===== config.mk =====
export PLATFORM = sky130hd
export DESIGN_NAME = ts_sync_locker
export DESIGN_NICKNAME = d
export VERILOG_FILES = /design/src/rtl/ts_sync_pkg.sv /design/src/rtl/ts_byte_assembler.sv /design/src/rtl/ts_lock_fsm.sv /design/src/rtl/ts_out_stage.sv /design/src/rtl/ts_sync_locker.sv
export SDC_FILE = /design/constraint.sdc
export NUM_CORES = 1
export LEC_CHECK = 0
export BUFFER_PORTS_ARGS = -buffer_cell sky130_fd_sc_hd__buf_2
export CAP_MARGIN = 20
export CORE_MARGIN = 1
export CORE_UTILIZATION = 54
export CTS_BUF_LIST = sky130_fd_sc_hd__clkbuf_8
export CTS_CLUSTER_SIZE = 20
export DETAILED_ROUTE_END_ITERATION = 10
export GPL_ROUTABILITY_DRIVEN = 0
export PLACE_DENSITY = 0.85
export SETUP_SLACK_MARGIN = 0.05
export SYNTH_ARGS = -nofsm -noshare
export SYNTH_HDL_FRONTEND = slang
export SYNTH_SLANG_ARGS = --single-unit
export TNS_END_PERCENT = 1

===== constraint.sdc =====
create_clock -name clk -period 8 [get_ports clk]
set_input_delay 0.4 -clock clk [delete_from_list [all_inputs] [get_ports clk]]
set_output_delay 0.4 -clock clk [all_outputs]
set_load 0.05 [all_outputs]

===== src/rtl/ts_sync_pkg.sv =====
package ts_sync_pkg;

    localparam logic [7:0] SYNC_BYTE = 8'h47;

    typedef enum logic [1:0] {
        ST_HUNT   = 2'd0,
        ST_VERIFY = 2'd1,
        ST_LOCKED = 2'd2
    } lock_state_e;

    typedef struct packed {
        logic       valid;
        logic [7:0] data;
    } byte_beat_t;

    typedef struct packed {
        logic       valid;
        logic       start;
        logic [7:0] data;
    } out_beat_t;

    function automatic logic is_sync(input logic [7:0] b);
        return b == SYNC_BYTE;
    endfunction

endpackage


===== src/rtl/ts_byte_assembler.sv =====
module ts_byte_assembler
    import ts_sync_pkg::*;
#(
    parameter int BYTE_W = 8
) (
    input  logic       clk,
    input  logic       rst,
    input  logic       flush,
    input  logic       serial_mode,
    input  logic       hunting,
    input  logic [7:0] par_data,
    input  logic       par_valid,
    input  logic       ser_bit,
    input  logic       ser_valid,
    output byte_beat_t beat
);
    localparam int CNT_W = $clog2(BYTE_W);
    localparam logic [CNT_W-1:0] LAST_BIT = CNT_W'(BYTE_W - 1);

    logic [7:0]       shreg;
    logic [CNT_W-1:0] bit_cnt;
    logic [7:0]       window;

    // MSB first: the newest bit enters at the bottom
    assign window = {shreg[6:0], ser_bit};

    always_comb begin
        if (serial_mode) begin
            beat.valid = ser_valid && !flush && (hunting || bit_cnt == LAST_BIT);
            beat.data  = window;
        end else begin
            beat.valid = par_valid && !flush;
            beat.data  = par_data;
        end
    end

    always_ff @(posedge clk) begin
        if (rst || flush) begin
            shreg   <= '0;
            bit_cnt <= '0;
        end else if (serial_mode && ser_valid) begin
            shreg <= window;
            if (hunting && is_sync(window))
                bit_cnt <= '0;
            else
                bit_cnt <= bit_cnt + 1'b1;
        end
    end

endmodule


===== src/rtl/ts_lock_fsm.sv =====
module ts_lock_fsm
    import ts_sync_pkg::*;
#(
    parameter int PKT_LEN = 188,
    parameter int THR_W   = 4
) (
    input  logic             clk,
    input  logic             rst,
    input  logic             flush,
    input  byte_beat_t       beat,
    input  logic [THR_W-1:0] lock_count,
    input  logic [THR_W-1:0] unlock_count,
    output lock_state_e      state,
    output out_beat_t        emit
);
    localparam int POS_W = $clog2(PKT_LEN);
    localparam logic [POS_W-1:0] LAST_POS = POS_W'(PKT_LEN - 1);
    localparam logic [THR_W:0]   ONE      = (THR_W + 1)'(1);

    lock_state_e      nxt;
    logic [POS_W-1:0] pos, pos_n;
    logic [THR_W:0]   good, good_n;
    logic [THR_W:0]   miss, miss_n;
    logic [THR_W:0]   lock_need, unlock_need;
    logic             hit;

    assign lock_need   = (lock_count == '0)   ? ONE : {1'b0, lock_count};
    assign unlock_need = (unlock_count == '0) ? ONE : {1'b0, unlock_count};
    assign hit         = is_sync(beat.data);

    always_comb begin
        nxt    = state;
        pos_n  = pos;
        good_n = good;
        miss_n = miss;
        if (beat.valid) begin
            pos_n = (pos == LAST_POS) ? '0 : pos + 1'b1;
            case (state)
                ST_HUNT: begin
                    if (hit) begin
                        pos_n  = POS_W'(1);
                        good_n = ONE;
                        miss_n = '0;
                        nxt    = (lock_need == ONE) ? ST_LOCKED : ST_VERIFY;
                    end
                end
                ST_VERIFY: begin
                    if (pos == '0) begin
                        if (hit) begin
                            good_n = good + 1'b1;
                            if (good + 1'b1 >= lock_need) begin
                                nxt    = ST_LOCKED;
                                miss_n = '0;
                            end
                        end else begin
                            good_n = '0;
                            nxt    = ST_HUNT;
                        end
                    end
                end
                ST_LOCKED: begin
                    if (pos == '0) begin
                        if (hit) begin
                            miss_n = '0;
                        end else if (miss + 1'b1 >= unlock_need) begin
                            miss_n = '0;
                            good_n = '0;
                            nxt    = ST_HUNT;
                        end else begin
                            miss_n = miss + 1'b1;
                        end
                    end
                end
                default: nxt = ST_HUNT;
            endcase
        end
    end

    always_comb begin
        emit.valid = beat.valid && (nxt == ST_LOCKED);
        emit.data  = beat.data;
        emit.start = emit.valid && hit && (state == ST_HUNT || pos == '0);
    end

    always_ff @(posedge clk) begin
        if (rst || flush) begin
            state <= ST_HUNT;
            pos   <= '0;
            good  <= '0;
            miss  <= '0;
        end else begin
            state <= nxt;
            pos   <= pos_n;
            good  <= good_n;
            miss  <= miss_n;
        end
    end

    // a direct jump from search to lock needs a threshold of one or zero
    assert_hunt_skip_R2: assert property (@(posedge clk) disable iff (rst)
        ($past(state) == ST_HUNT && state == ST_LOCKED) |-> ($past(lock_count) <= THR_W'(1)));

    // without an input byte or a mode change, lock is held
    assert_lock_hold_R4: assert property (@(posedge clk) disable iff (rst)
        (state == ST_LOCKED && !flush && !beat.valid) |=> state == ST_LOCKED);

endmodule


===== src/rtl/ts_out_stage.sv =====
module ts_out_stage
    import ts_sync_pkg::*;
(
    input  logic       clk,
    input  logic       rst,
    input  out_beat_t  emit,
    output logic [7:0] out_data,
    output logic       out_valid,
    output logic       pkt_start
);
    always_ff @(posedge clk) begin
        if (rst) begin
            out_valid <= 1'b0;
            pkt_start <= 1'b0;
            out_data  <= '0;
        end else begin
            out_valid <= emit.valid;
            pkt_start <= emit.start;
            if (emit.valid)
                out_data <= emit.data;
        end
    end

    // the start strobe accompanies only a valid sync byte
    assert_start_is_sync_R6: assert property (@(posedge clk) disable iff (rst)
        pkt_start |-> (out_valid && out_data == SYNC_BYTE));

endmodule


===== src/rtl/ts_sync_locker.sv =====
module ts_sync_locker
    import ts_sync_pkg::*;
#(
    parameter int PKT_LEN = 188,
    parameter int THR_W   = 4
) (
    input  logic             clk,
    input  logic             rst,
    input  logic             serial_mode,
    input  logic [7:0]       par_data,
    input  logic             par_valid,
    input  logic             ser_bit,
    input  logic             ser_valid,
    input  logic [THR_W-1:0] lock_count,
    input  logic [THR_W-1:0] unlock_count,
    output logic             locked,
    output logic [7:0]       out_data,
    output logic             out_valid,
    output logic             pkt_start
);
    logic        mode_q;
    logic        mode_chg;
    byte_beat_t  beat;
    out_beat_t   emit;
    lock_state_e state;

    always_ff @(posedge clk) begin
        if (rst) mode_q <= serial_mode;
        else     mode_q <= serial_mode;
    end

    assign mode_chg = !rst && (serial_mode != mode_q);
    assign locked   = (state == ST_LOCKED);

    ts_byte_assembler #(.BYTE_W(8)) u_asm (
        .clk        (clk),
        .rst        (rst),
        .flush      (mode_chg),
        .serial_mode(serial_mode),
        .hunting    (state == ST_HUNT),
        .par_data   (par_data),
        .par_valid  (par_valid),
        .ser_bit    (ser_bit),
        .ser_valid  (ser_valid),
        .beat       (beat)
    );

    ts_lock_fsm #(.PKT_LEN(PKT_LEN), .THR_W(THR_W)) u_fsm (
        .clk         (clk),
        .rst         (rst),
        .flush       (mode_chg),
        .beat        (beat),
        .lock_count  (lock_count),
        .unlock_count(unlock_count),
        .state       (state),
        .emit        (emit)
    );

    ts_out_stage u_out (
        .clk      (clk),
        .rst      (rst),
        .emit     (emit),
        .out_data (out_data),
        .out_valid(out_valid),
        .pkt_start(pkt_start)
    );

    // no data leaves the block unless it is locked
    assert_valid_needs_lock_R5: assert property (@(posedge clk) disable iff (rst)
        out_valid |-> locked);

    // a mode change always ends in search
    assert_mode_change_hunts_R9: assert property (@(posedge clk) disable iff (rst)
        mode_chg |=> !locked);

endmodule


== Word level (Yosys, flattened, before mapping) ==
Index checks and enable logic that the tools add are counted.
Word-level totals
  flip-flop bits (word level): 41
  input port bits: 22
  output and inout bits: 11
  logic and storage cells: 85
Operators by class
  $add $sub $neg: 4
  $lt $le $gt $ge: 2
  equal/unequal tests: 16
  muxes and demuxes: 32
  reductions and logical operators: 21
Operators by type and width (count)
  $mux 5: 13
  $pmux 5 s3: 2
  $mux 8: 3
  $mux 2: 9
  $eq 8x7->1 const B: 2
  $reduce_and 7->1: 2
  $ne 2x1->1 const B: 6
  $add 5x1->5 const B: 2
  $ge 5x5->1: 2
  $logic_and 1x1->1: 9
  $mux 9: 1
  $add 8x1->8 const B: 1
  $eq 8x8->1 const B: 1
  $logic_not 4->1: 2
  $logic_not 8->1: 1
  $mux 4: 2
  $pmux 2 s3: 1
  $eq 5x1->1 const B: 1
  $eq 2x2->1 const B: 2
  $add 3x1->3 const B: 1
  $eq 3x3->1 const B: 1
  $logic_or 1x1->1: 3
  $mux 3: 1
  $reduce_bool 3->1: 1
  other kinds (5): 6

== Longest topological paths before layout ==
Gate-level depths: netlist of the first run.
  depth in word-level cells: 15
  mapped depth: 11
  mapped depth without buffers: 10

== By module ==
Synthesis of the first run repeated with hierarchy kept, for this count alone.
Second synthesis, totals
  cell total of the unflattened synthesis: 283
  area, all modules: 2502.4 um^2
By module, submodules not included
  ts_lock_fsm: instances 1, cells an instance 189, area an instance 1586.5 um^2, seq. area each 400.4 um^2
  ts_byte_assembler: instances 1, cells an instance 59, area an instance 534.3 um^2, seq. area each 200.2 um^2
  ts_out_stage: instances 1, cells an instance 30, area an instance 339.1 um^2, seq. area each 200.2 um^2
  ts_sync_locker: instances 1, cells an instance 5, area an instance 42.5 um^2, seq. area each 20.0 um^2

== Worst setup path before layout of the first run ==
Ideal clock, no wire load.
  kind: input to register
  start: input port lock_count[1]
  end: register u_out.out_data[0]
  setup time: 143 ps
  arrival time: 2553 ps
  required time: 7857 ps
  slack: 5304 ps
  stages on the path: 11
  cell sequence: nor3_1 > or2_2 > ha_1 > nand2b_1 > a2111oi_0 > nor2_1 > o2111ai_1 > o221ai_1 > clkbuf_1 > a31oi_1 > a211oi_2
Between the ends
  word-level cells in the longest chain between the ends: 10
  elaborated cells between the ends (all ways): 13
  those cells by class: 1 x order compare; 2 x eq/ne; 8 x mux; 2 x reduce/logical
Ends and longest elaborated chain
  from (decl): line ts_sync_locker.sv:14  | input logic [THR_W-1:0] lock_count,
  $logic_not 4->1: line ts_lock_fsm.sv:27  | assign lock_need = (lock_count == '0) ? ONE : {1'b0, lock_count};
  $mux 4 *: line ts_lock_fsm.sv:27
  $ge 5x5->1: line ts_lock_fsm.sv:51  | if (good + 1'b1 >= lock_need) begin
  $mux 2: line ts_lock_fsm.sv:51
  $mux 2: line ts_lock_fsm.sv:49  | if (hit) begin
  $mux 2: line ts_lock_fsm.sv:48  | if (pos == '0) begin
  $pmux 2 s3 *: line ts_lock_fsm.sv:38  | case (state)
  $mux 2 *: line ts_lock_fsm.sv:36  | if (beat.valid) begin
  $eq 2x2->1 *: line ts_lock_fsm.sv:80  | emit.valid = beat.valid && (nxt == ST_LOCKED);
  $logic_and 1x1->1 *: line ts_lock_fsm.sv:80
  to (signal assigned): line ts_out_stage.sv:20  | out_data <= emit.data;
  to (decl): line ts_out_stage.sv:7  | output logic [7:0] out_data,
Every way passes the cells marked *; elsewhere a longest branch is shown, timed or not.
A chain may end at the register's enable or synchronous reset.

== Worst setup path in the final report of the first run ==
  start: input port lock_count[1]
  end: register u_out.out_data[3]
The elaborated chain is that of the path after synthesis.

==> results.yml, run 1 <==
timing:
  worst_pin_slew_ps: 946.3
  maxSlewViolCount: 0
  grt_setup_unrepaired: "false"
  fmax_mhz: 294.2
  relSlewSlack: 0.3691
  setup_viol: 0
  final_hold_viol_count: 0
  min_period_ps: 3399
  finalCritPeriodShare: 0.4249
  setup-tns-final_ps: 0
  finClkSkew_ps: 10.30
power_and_ir_drop:
  switching_power_uw: 98.13
  ir_drop_v: 0.0001061
  power_frac_comb: 0.102
  seqPwrFrac: 0.520
  swShare: 0.2474
  pwr-share-clk: 0.378
  power.internal_uw: 298.5
  power.density_nw_per_um2: 142.2
  totalPowerFinal_uw: 396.6
  leakage_nw: 1.104
floorplanning:
  die_height_um: 70.64
  coreArea_um2: 4444
  ios: 33
  dieArea_um2: 4989
  start_util: 0.5724
  die_w_um: 70.64
  row_count: 24
logic_synthesis:
  synthesis.area_um2: 2544
  synth_mux_area_frac: 0.04722
  yosysWarnings: 0
  synthFlopType: "dfxtp_1"
  synth.avg_cell_area_um2: 8.711
  synthAdderAreaFrac: 0.08854
  syn_nets: 332
  synth-simple-area-share: 0.2194
  synth-seq-cells: 41
  synthCells: 292
  async_flop_share: 0
  synth_edf_count: 0
  synth.distinct_cells: 56
  synth_xor_area_frac: 0.04132
  ys_seq_area_frac: 0.3227
  synth_compound_area_frac: 0.2233
  synth_top_family_by_area: "compound AO/OA/AOI/OAI gates"
layout:
  layout_commonest_cell: "dfxtp_1"
  diodes: 0
  drive_above_1_share: 0.2063
  area_growth_pct: 9.641
  fillers: 393
  nNetsFinal: 359
  final_area_um2: 2789
  final_cell_mix: "dfxtp_1, buf_2, nor2_1, nand2_1"
cts:
  hold_buffers: 0
  cts_resized: 0
  h-tree-depth: 2
  clock_latency_ps: 290
  numClockSinks: 41
  cts_tree: "done"
  clk_pin_slew_ps: 80
  cts_buffers: 5
  cts_root_buf: "clkbuf_8"
  post_cts_buffers: 0
  ctsLongestPathBuffers: 2
grt:
  grt_pass1_vias: 2057
  grt_pass1_wl_um: 9473
  antenna_found_initial: 0
  grt_usage: 0.2392
  grt_max_degree: 24
  gr-total-overflow: 0
setup_path:
  cp_slowest_cell: "a2111oi_0"
  path_max_fanout: 11
  cp_data_arrival_time_ps: 3600
  crit_cells: 11
  end_kind: "flop"
  crit_path_cell_trace: "buf_2, nor3_1, or2_2, ha_1, nand2b_1, a2111oi_0, nor2_1, o2111ai_1, o221ai_1, and3_1, a211oi_2"
  rr_startpoint: "u_fsm.pos[1]"
  critical_path_class: "input port to flop"
  critical-path-top-delay-family: "simple AND/OR/NAND/NOR gates"
  reg2reg_slack_ps: 4690
  critPathMaxStageDelay_ps: 570
  crit_buf_inv: 1
  crit_required_ps: 8200
  start_kind: "input port"
  r2r_cells: 9
  r2r_end: "u_out.out_data[3]"
detailed_routing:
  vias_per_cell: 6.067
  detail_route.first_pass.iterations: 7
  wl_per_cell_um: 15.02
  via_count: 2257
  postRouteAntennaNets: 0
  wl_um: 5586
  drtIter0Drc: 170
  drc: 4
placement:
  dpl_cell_area_um2: 2683
  hpwl_um: 4077
  io_buffers: 32
min_path:
  hold_end: "u_asm.shreg[0]"
  hold_class: "input port to flop"
  worstHoldStart: "ser_bit"
  hold_depth: 3
run_status:
  outcome: "finished, violations left"
  violations: "design-rule violations"
flow_run:
  max_cap_viol_count: 0
## Yosys cell counts, drive strengths merged, types with 3 or more instances
master    n  area share
buf       4       0.013
inv      16       0.024
nand2b    5       0.012
xnor2     4       0.014
o22ai     4       0.012
ha       18       0.089
a211oi   14       0.062
dfxtp    41        0.32
a31oi     8       0.020
xor2      8       0.028
or4       3       0.011
o2111ai   4       0.021
or2       4      0.0098
mux2i    12       0.047
a21oi    18       0.035
clkbuf    9       0.021
nand3    13       0.026
o21ai     8       0.017
nor2     31       0.046
nor3      4      0.0079
nor2b     3      0.0074
nand2    29       0.043
## worst max-delay path by stage
stage               slack [ps]          start                end
global route              4410  lock_count[1]  u_out.out_data[3]
detailed placement        4350  lock_count[1]  u_out.out_data[3]
global placement          4420  lock_count[1]  u_out.out_data[0]
floorplan                 5300  lock_count[1]  u_out.out_data[0]
finish                    4600  lock_count[1]  u_out.out_data[3]
CTS                       4320   u_fsm.pos[1]  u_out.out_data[3]
## logic make-up (layout without fill, tap and decap cells)
kind of cell,after synthesis,count (layout)
and+or+nand+nor,108,108
AOI/OAI and AO/OA,72,72
DFF,41,41
buffers and inverters,29,57
adders and majority gates,18,18
xor gates and xnor gates,12,12
muxes,12,12
## layer usage
layer,track usage,vias up,wire (um)
li1,-,1107,-
met2,0.3970,87,2554
met4,0.1022,0,148
met3,0.05413,16,373
met1,0.3003,1047,2509
met5,0,-,0
## final cells by class
type                    count  area, um^2  share of cell area
clock buffers               7       96.34             0.03454
clock inverters             1       5.005            0.001795
inverters                  16       60.06             0.02153
multi-input cells         222        1577              0.5653
flip-flops and latches     41       820.8              0.2943
well taps                  52       65.06             0.02333
repair buffers             33       165.2             0.05922
## worst min-delay path, cell delays in order
cell	delay [ps]
buf_2	110
nand2_1	50
a21oi_1	50
## stage by stage
| stage | utilization | setup slack, ps | hold slack [ps] | std cells |
|---|---|---|---|---|
| final | 0.6275 | 4601 | 364.3 | 372 |
| after global routing | 0.6275 | 4406 | 372.7 | 372 |
| after CTS | 0.6264 | 4318 | 365.6 | 371 |
| after detailed placement | 0.6036 | 4346 | 448.0 | 363 |
| after global placement | 0.6036 | 4419 | 437.4 | 363 |
| after floorplan | - | 5304 | 421.4 | 292 |
## flip-flops by register name, indices dropped and copies added (netlist names)
name             count
u_fsm.miss           5
u_asm.bit_cnt        3
u_out.pkt_start      1
u_fsm.state          2
u_out.out_data       8
u_out.out_valid      1
u_asm.shreg          7
mode_q               1
u_fsm.good           5
u_fsm.pos            8
## power groups by stage
| stage | registers (mW) | logic, mW | clock network [mW] |
|---|---|---|---|
| finish | 0.206 | 0.0404 | 0.150 |
| detailed placement | 0.211 | 0.0403 | 0 |
| CTS | 0.206 | 0.0405 | 0.153 |
| floorplan | 0.211 | 0.0291 | 0 |
| global placement | 0.211 | 0.0390 | 0 |
| global route | 0.207 | 0.0449 | 0.160 |
No activity file was read; power rests on OpenSTA's default activity.
==> run 2, diff against run 1 <==
--- a/config.mk
+++ b/config.mk
@@ -13,7 +13,7 @@
 export CTS_CLUSTER_SIZE = 20
 export DETAILED_ROUTE_END_ITERATION = 10
 export GPL_ROUTABILITY_DRIVEN = 0
-export PLACE_DENSITY = 0.85
+export PLACE_DENSITY = 0.88
 export SETUP_SLACK_MARGIN = 0.05
 export SYNTH_ARGS = -nofsm -noshare
 export SYNTH_HDL_FRONTEND = slang
==> constraint.sdc (replaced) <==
create_clock -name clk -period 2.9 [get_ports clk]
set_input_delay 0.145 -clock clk [delete_from_list [all_inputs] [get_ports clk]]
set_output_delay 0.145 -clock clk [all_outputs]
set_load 0.05 [all_outputs]
==> results.yml, run 2 (synthesized netlist as in run 1, its figures left out) <==
run_status:
  outcome: "finished, violations left"
  violations: "design-rule violations"
power_and_ir_drop:
  seqPwrFrac: 0.516
  switching_power_uw: 273.1
  ir_drop_v: 0.0002783
  swShare: 0.2476
  power.internal_uw: 829.9
  leakage_nw: 1.145
  totalPowerFinal_mw: 1.103
  power_frac_comb: 0.111
  pwr-share-clk: 0.373
  power.density_nw_per_um2: 385.6
timing:
  maxSlewViolCount: 0
  worst_pin_slew_ps: 939.2
  finClkSkew_ps: 6.565
  finalCritPeriodShare: 0.9479
  min_period_ps: 2749
  fmax_mhz: 363.8
  final_hold_viol_count: 0
  worst_slack_ps: 151.2
  setup_viol: 0
  relSlewSlack: 0.3739
  setup-tns-final_ps: 0
  grt_setup_unrepaired: "true"
layout:
  layout_commonest_cell: "dfxtp_1"
  diodes: 0
  largestRegisters: "u_fsm.pos (8), u_out.out_data (8), u_asm.shreg (7)"
  final_cell_mix: "dfxtp_1, buf_2, nor2_1, nand2_1"
  drive_above_1_share: 0.2317
  area_growth_pct: 12.44
  nNetsFinal: 367
  fillers: 392
cts:
  cts_tree: "done"
  cts_root_buf: "clkbuf_8"
  numClockSinks: 41
  ctsLongestPathBuffers: 2
  cts_buffers: 5
  cts_resized: 0
  h-tree-depth: 2
  clk_pin_slew_ps: 80
  clock_latency_ps: 300
  hold_buffers: 0
  post_cts_buffers: 0
grt:
  grt_pass1_vias: 2236
  grt_pass1_wl_um: 9970
  grt_usage: 0.2492
  grt_max_degree: 24
  antenna_found_initial: 0
  gr-total-overflow: 0
setup_path:
  r2r_cells: 8
  crit_cells: 8
  end_kind: "flop"
  critPathMaxStageDelay_ps: 520
  cp_slowest_cell: "or4_1"
  cp_data_arrival_time_ps: 2960
  path_max_fanout: 9
  rr_startpoint: "u_fsm.pos[0]"
  critical-path-top-delay-family: "simple AND/OR/NAND/NOR gates"
  crit_path_cell_trace: "inv_1, ha_1, or4b_4, or4_4, a211oi_4, o2111ai_4, or4_1, a21oi_1"
  startpoint: "u_fsm.pos[0]"
  critical_path_class: "flop to flop"
  crit_buf_inv: 1
  start_kind: "flop"
  crit_required_ps: 3120
detailed_routing:
  wl_um: 5750
  wl_per_cell_um: 15.13
  drtIter0Drc: 141
  via_count: 2288
  drc: 4
  vias_per_cell: 6.021
  postRouteAntennaNets: 0
  detail_route.first_pass.iterations: 7
floorplanning:
  start_util: 0.5724
  ios: 33
  die_w_um: 70.64
  coreArea_um2: 4444
  die_height_um: 70.64
  dieArea_um2: 4989
  row_count: 24
min_path:
  hold_depth: 3
  hold_class: "input port to flop"
  worstHoldStart: "ser_bit"
placement:
  hpwl_um: 4184
  place_ws_ps: 132.8
  io_buffers: 32
flow_run:
  max_cap_viol_count: 0
run 2: cell count changes in the layout (fill, tap and decap cells not counted), sizes merged:
cell and delta:
buf +8
run 2: power groups by stage:
stage / registers (mW) / clock network (mW) / logic, mW
2_1_floorplan: 0.582 / 0 / 0.0804
3_3_place_gp: 0.582 / 0 / 0.117
3_5_place_dp: 0.582 / 0 / 0.120
4_1_cts: 0.569 / 0.423 / 0.121
5_1_grt: 0.570 / 0.450 / 0.133
6_report: 0.569 / 0.412 / 0.122
run 2: metal layers:
layer | share of wire | GRT usage
met2 | 0.48 | 0.4218
met1 | 0.45 | 0.3212
met5 | 0 | 0
met4 | 0.016 | 0.08444
met3 | 0.057 | 0.04701
run 2: per-stage QoR:
step           cells  area (um^2)  utilization  hold WS [ps]
2_1_floorplan    292         2544            -         172.7
5_1_grt          380         2860       0.6436         118.3
4_1_cts          380         2851       0.6416         98.88
3_3_place_gp     372         2750       0.6188         419.1
6_report         380         2860       0.6436         102.8
3_5_place_dp     372         2750       0.6188         422.7
run 2: worst reg2reg max path, cell delays in order, from the launching register on:
cell       delay, ps
dfxtp_1          340
inv_1             80
ha_1             130
or4b_4           480
or4_4            480
a211oi_4         290
o2111ai_4        220
or4_1            520
a21oi_1          150
run 2: layout make-up:
type	instances	area, um^2	area share
well taps	52	65.06	0.02275
flip-flops and latches	41	820.8	0.2870
repair buffers	41	227.7	0.07961
multi-input cells	222	1585	0.5542
clock buffers	7	96.34	0.03368
clock inverters	1	5.005	0.001750
inverters	16	60.06	0.02100
run 2: path summary, 6_finish.rpt:
check,end,slack [ps]
min reg2reg,u_fsm.miss[4],440
max,u_fsm.good[2],150
max reg2reg,u_fsm.good[2],150
min,u_asm.shreg[0],100
==> run 3, diff against run 2 <==
--- a/config.mk
+++ b/config.mk
@@ -10,10 +10,12 @@
 export CORE_MARGIN = 1
 export CORE_UTILIZATION = 54
 export CTS_BUF_LIST = sky130_fd_sc_hd__clkbuf_8
+export CTS_CLUSTER_DIAMETER = 60
 export CTS_CLUSTER_SIZE = 20
 export DETAILED_ROUTE_END_ITERATION = 10
 export GPL_ROUTABILITY_DRIVEN = 0
-export PLACE_DENSITY = 0.88
+export MAX_ROUTING_LAYER = met4
+export PLACE_DENSITY = 0.8
 export SETUP_SLACK_MARGIN = 0.05
 export SYNTH_ARGS = -nofsm -noshare
 export SYNTH_HDL_FRONTEND = slang
==> results.yml, run 3 (synthesized netlist as in run 1, its figures left out) <==
timing:
  relSlewSlack: 0.4051
  finalCritPeriodShare: 0.9509
  whs_ps: 93.76
  fmax_mhz: 362.6
  min_period_ps: 2757
  setup_viol: 0
  finClkSkew_ps: 10.01
  maxSlewViolCount: 0
  worst_pin_slew_ps: 892.4
  setup-tns-final_ps: 0
  final_hold_viol_count: 0
  grt_setup_unrepaired: "true"
cts:
  cts_tree: "done"
  ctsLongestPathBuffers: 2
  clk_pin_slew_ps: 80
  numClockSinks: 41
  post_cts_buffers: 0
  cts_buffers: 5
  clock_latency_ps: 300
  h-tree-depth: 2
  cts_root_buf: "clkbuf_8"
detailed_routing:
  detail_route.first_pass.iterations: 7
  wl_um: 5395
  via_count: 2253
  drc: 4
  drtIter0Drc: 98
  postRouteAntennaNets: 0
  wl_per_cell_um: 14.20
  vias_per_cell: 5.929
layout:
  final_cell_mix: "dfxtp_1, buf_2, nor2_1, nand2_1"
  area_growth_pct: 12.64
  layout.cells.non_filler: 380
  largestRegisters: "u_fsm.pos (8), u_out.out_data (8), u_asm.shreg (7)"
  layout_commonest_cell: "dfxtp_1"
  drive_above_1_share: 0.2226
  nNetsFinal: 367
  diodes: 0
grt:
  gr-total-overflow: 0
  antenna_found_initial: 0
  grt_pass1_vias: 2186
  grt_max_degree: 24
  grt_usage: 0.2450
  grt_pass1_wl_um: 9397
floorplanning:
  dieArea_um2: 4989
  die_height_um: 70.64
  coreArea_um2: 4444
  start_util: 0.5724
  row_count: 24
  ios: 33
  die_w_um: 70.64
setup_path:
  critical_path_class: "flop to flop"
  cp_data_arrival_time_ps: 2970
  cp_slowest_cell: "or4_1"
  end_kind: "flop"
  path_max_fanout: 9
  crit_buf_inv: 1
  critical-path-top-delay-family: "simple AND/OR/NAND/NOR gates"
  crit_path_cell_trace: "inv_1, ha_1, or4b_4, or4_4, a211oi_4, o2111ai_4, or4_1, a21oi_1"
  start_kind: "flop"
  critPathMaxStageDelay_ps: 510
  crit_required_ps: 3110
power_and_ir_drop:
  leakage_nw: 1.150
  ir_drop_v: 0.0002826
  power.density_nw_per_um2: 399.6
placement:
  place_inst: 371
  io_buffers: 32
  hpwl_um: 4095
min_path:
  hold_class: "input port to flop"
run_status:
  violations: "design-rule violations"
  outcome: "finished, violations left"
flow_run:
  max_cap_viol_count: 0
run 3: cell types whose count changed in the layout (fill, tap and decap cells not counted), sizes merged:
cell / before / now
buf: 41 / 40
bufinv: 0 / 1
clkbuf: 7 / 5
dlygate4sd3: 0 / 1
inv: 16 / 17
run 3: report_power, final:
part / switching (mW) / leakage (nW) / internal [mW]
sequential: 0.00280 / 0.331 / 0.566
combinational: 0.0724 / 0.759 / 0.0497
clock: 0.199 / 0.0595 / 0.255
total: 0.274 / 1.15 / 0.871
run 3: area by class of cell:
type	count	area, um^2
clock buffers	5	68.82
clock inverters	3	42.54
fillers	393	1579
inverters	16	60.06
multi-input cells	222	1578
flip-flops and latches	41	820.8
well taps	52	65.06
repair buffers	41	230.2
run 3: timing repair:
| item | 4_1_cts | 5_1_grt |
|---|---|---|
| hold buffers | 1 | 0 |
| setup endpoints to repair | 0 | 9 |
| gates resized for setup | 0 | 1 |
| endpoints found under the hold margin | 1 | 0 |
run 3: final timing paths:
check,startpoint,endpoint,slack (ps),cells after the start
setup / recovery,u_fsm.pos[0],u_fsm.good[2],140,8
hold / removal,ser_bit,u_asm.shreg[0],90,3
setup reg to reg,u_fsm.pos[0],u_fsm.good[2],140,8
hold reg to reg,u_fsm.miss[4],u_fsm.miss[4],460,2
run 3: metal layers:
| metal | part of all wire | global-route usage | vias to the layer above |
|---|---|---|---|
| met1 | 0.46 | 0.2942 | 1058 |
| met2 | 0.47 | 0.4078 | 61 |
| li1 | - | - | 1123 |
| met5 | 0 | - | - |
| met3 | 0.047 | 0.02991 | 11 |
| met4 | 0.023 | 0.1222 | 0 |
run 3: through the flow:
step / utilization / total power, mW / setup slack (ps) / area (um^2)
6_report: 0.6447 / 1.145 / 142.5 / 2865
2_1_floorplan: - / 0.6621 / 346.1 / 2544
4_1_cts: 0.6444 / 1.160 / 82.53 / 2864
3_5_place_dp: 0.6171 / 0.7025 / 119.6 / 2743
3_3_place_gp: 0.6171 / 0.6993 / 194.2 / 2743
5_1_grt: 0.6447 / 1.193 / 30.14 / 2865
run 3: tightest hold or removal path: stages:
cell,delay (ps)
buf_2,110
nand2_1,50
a21oi_1,50
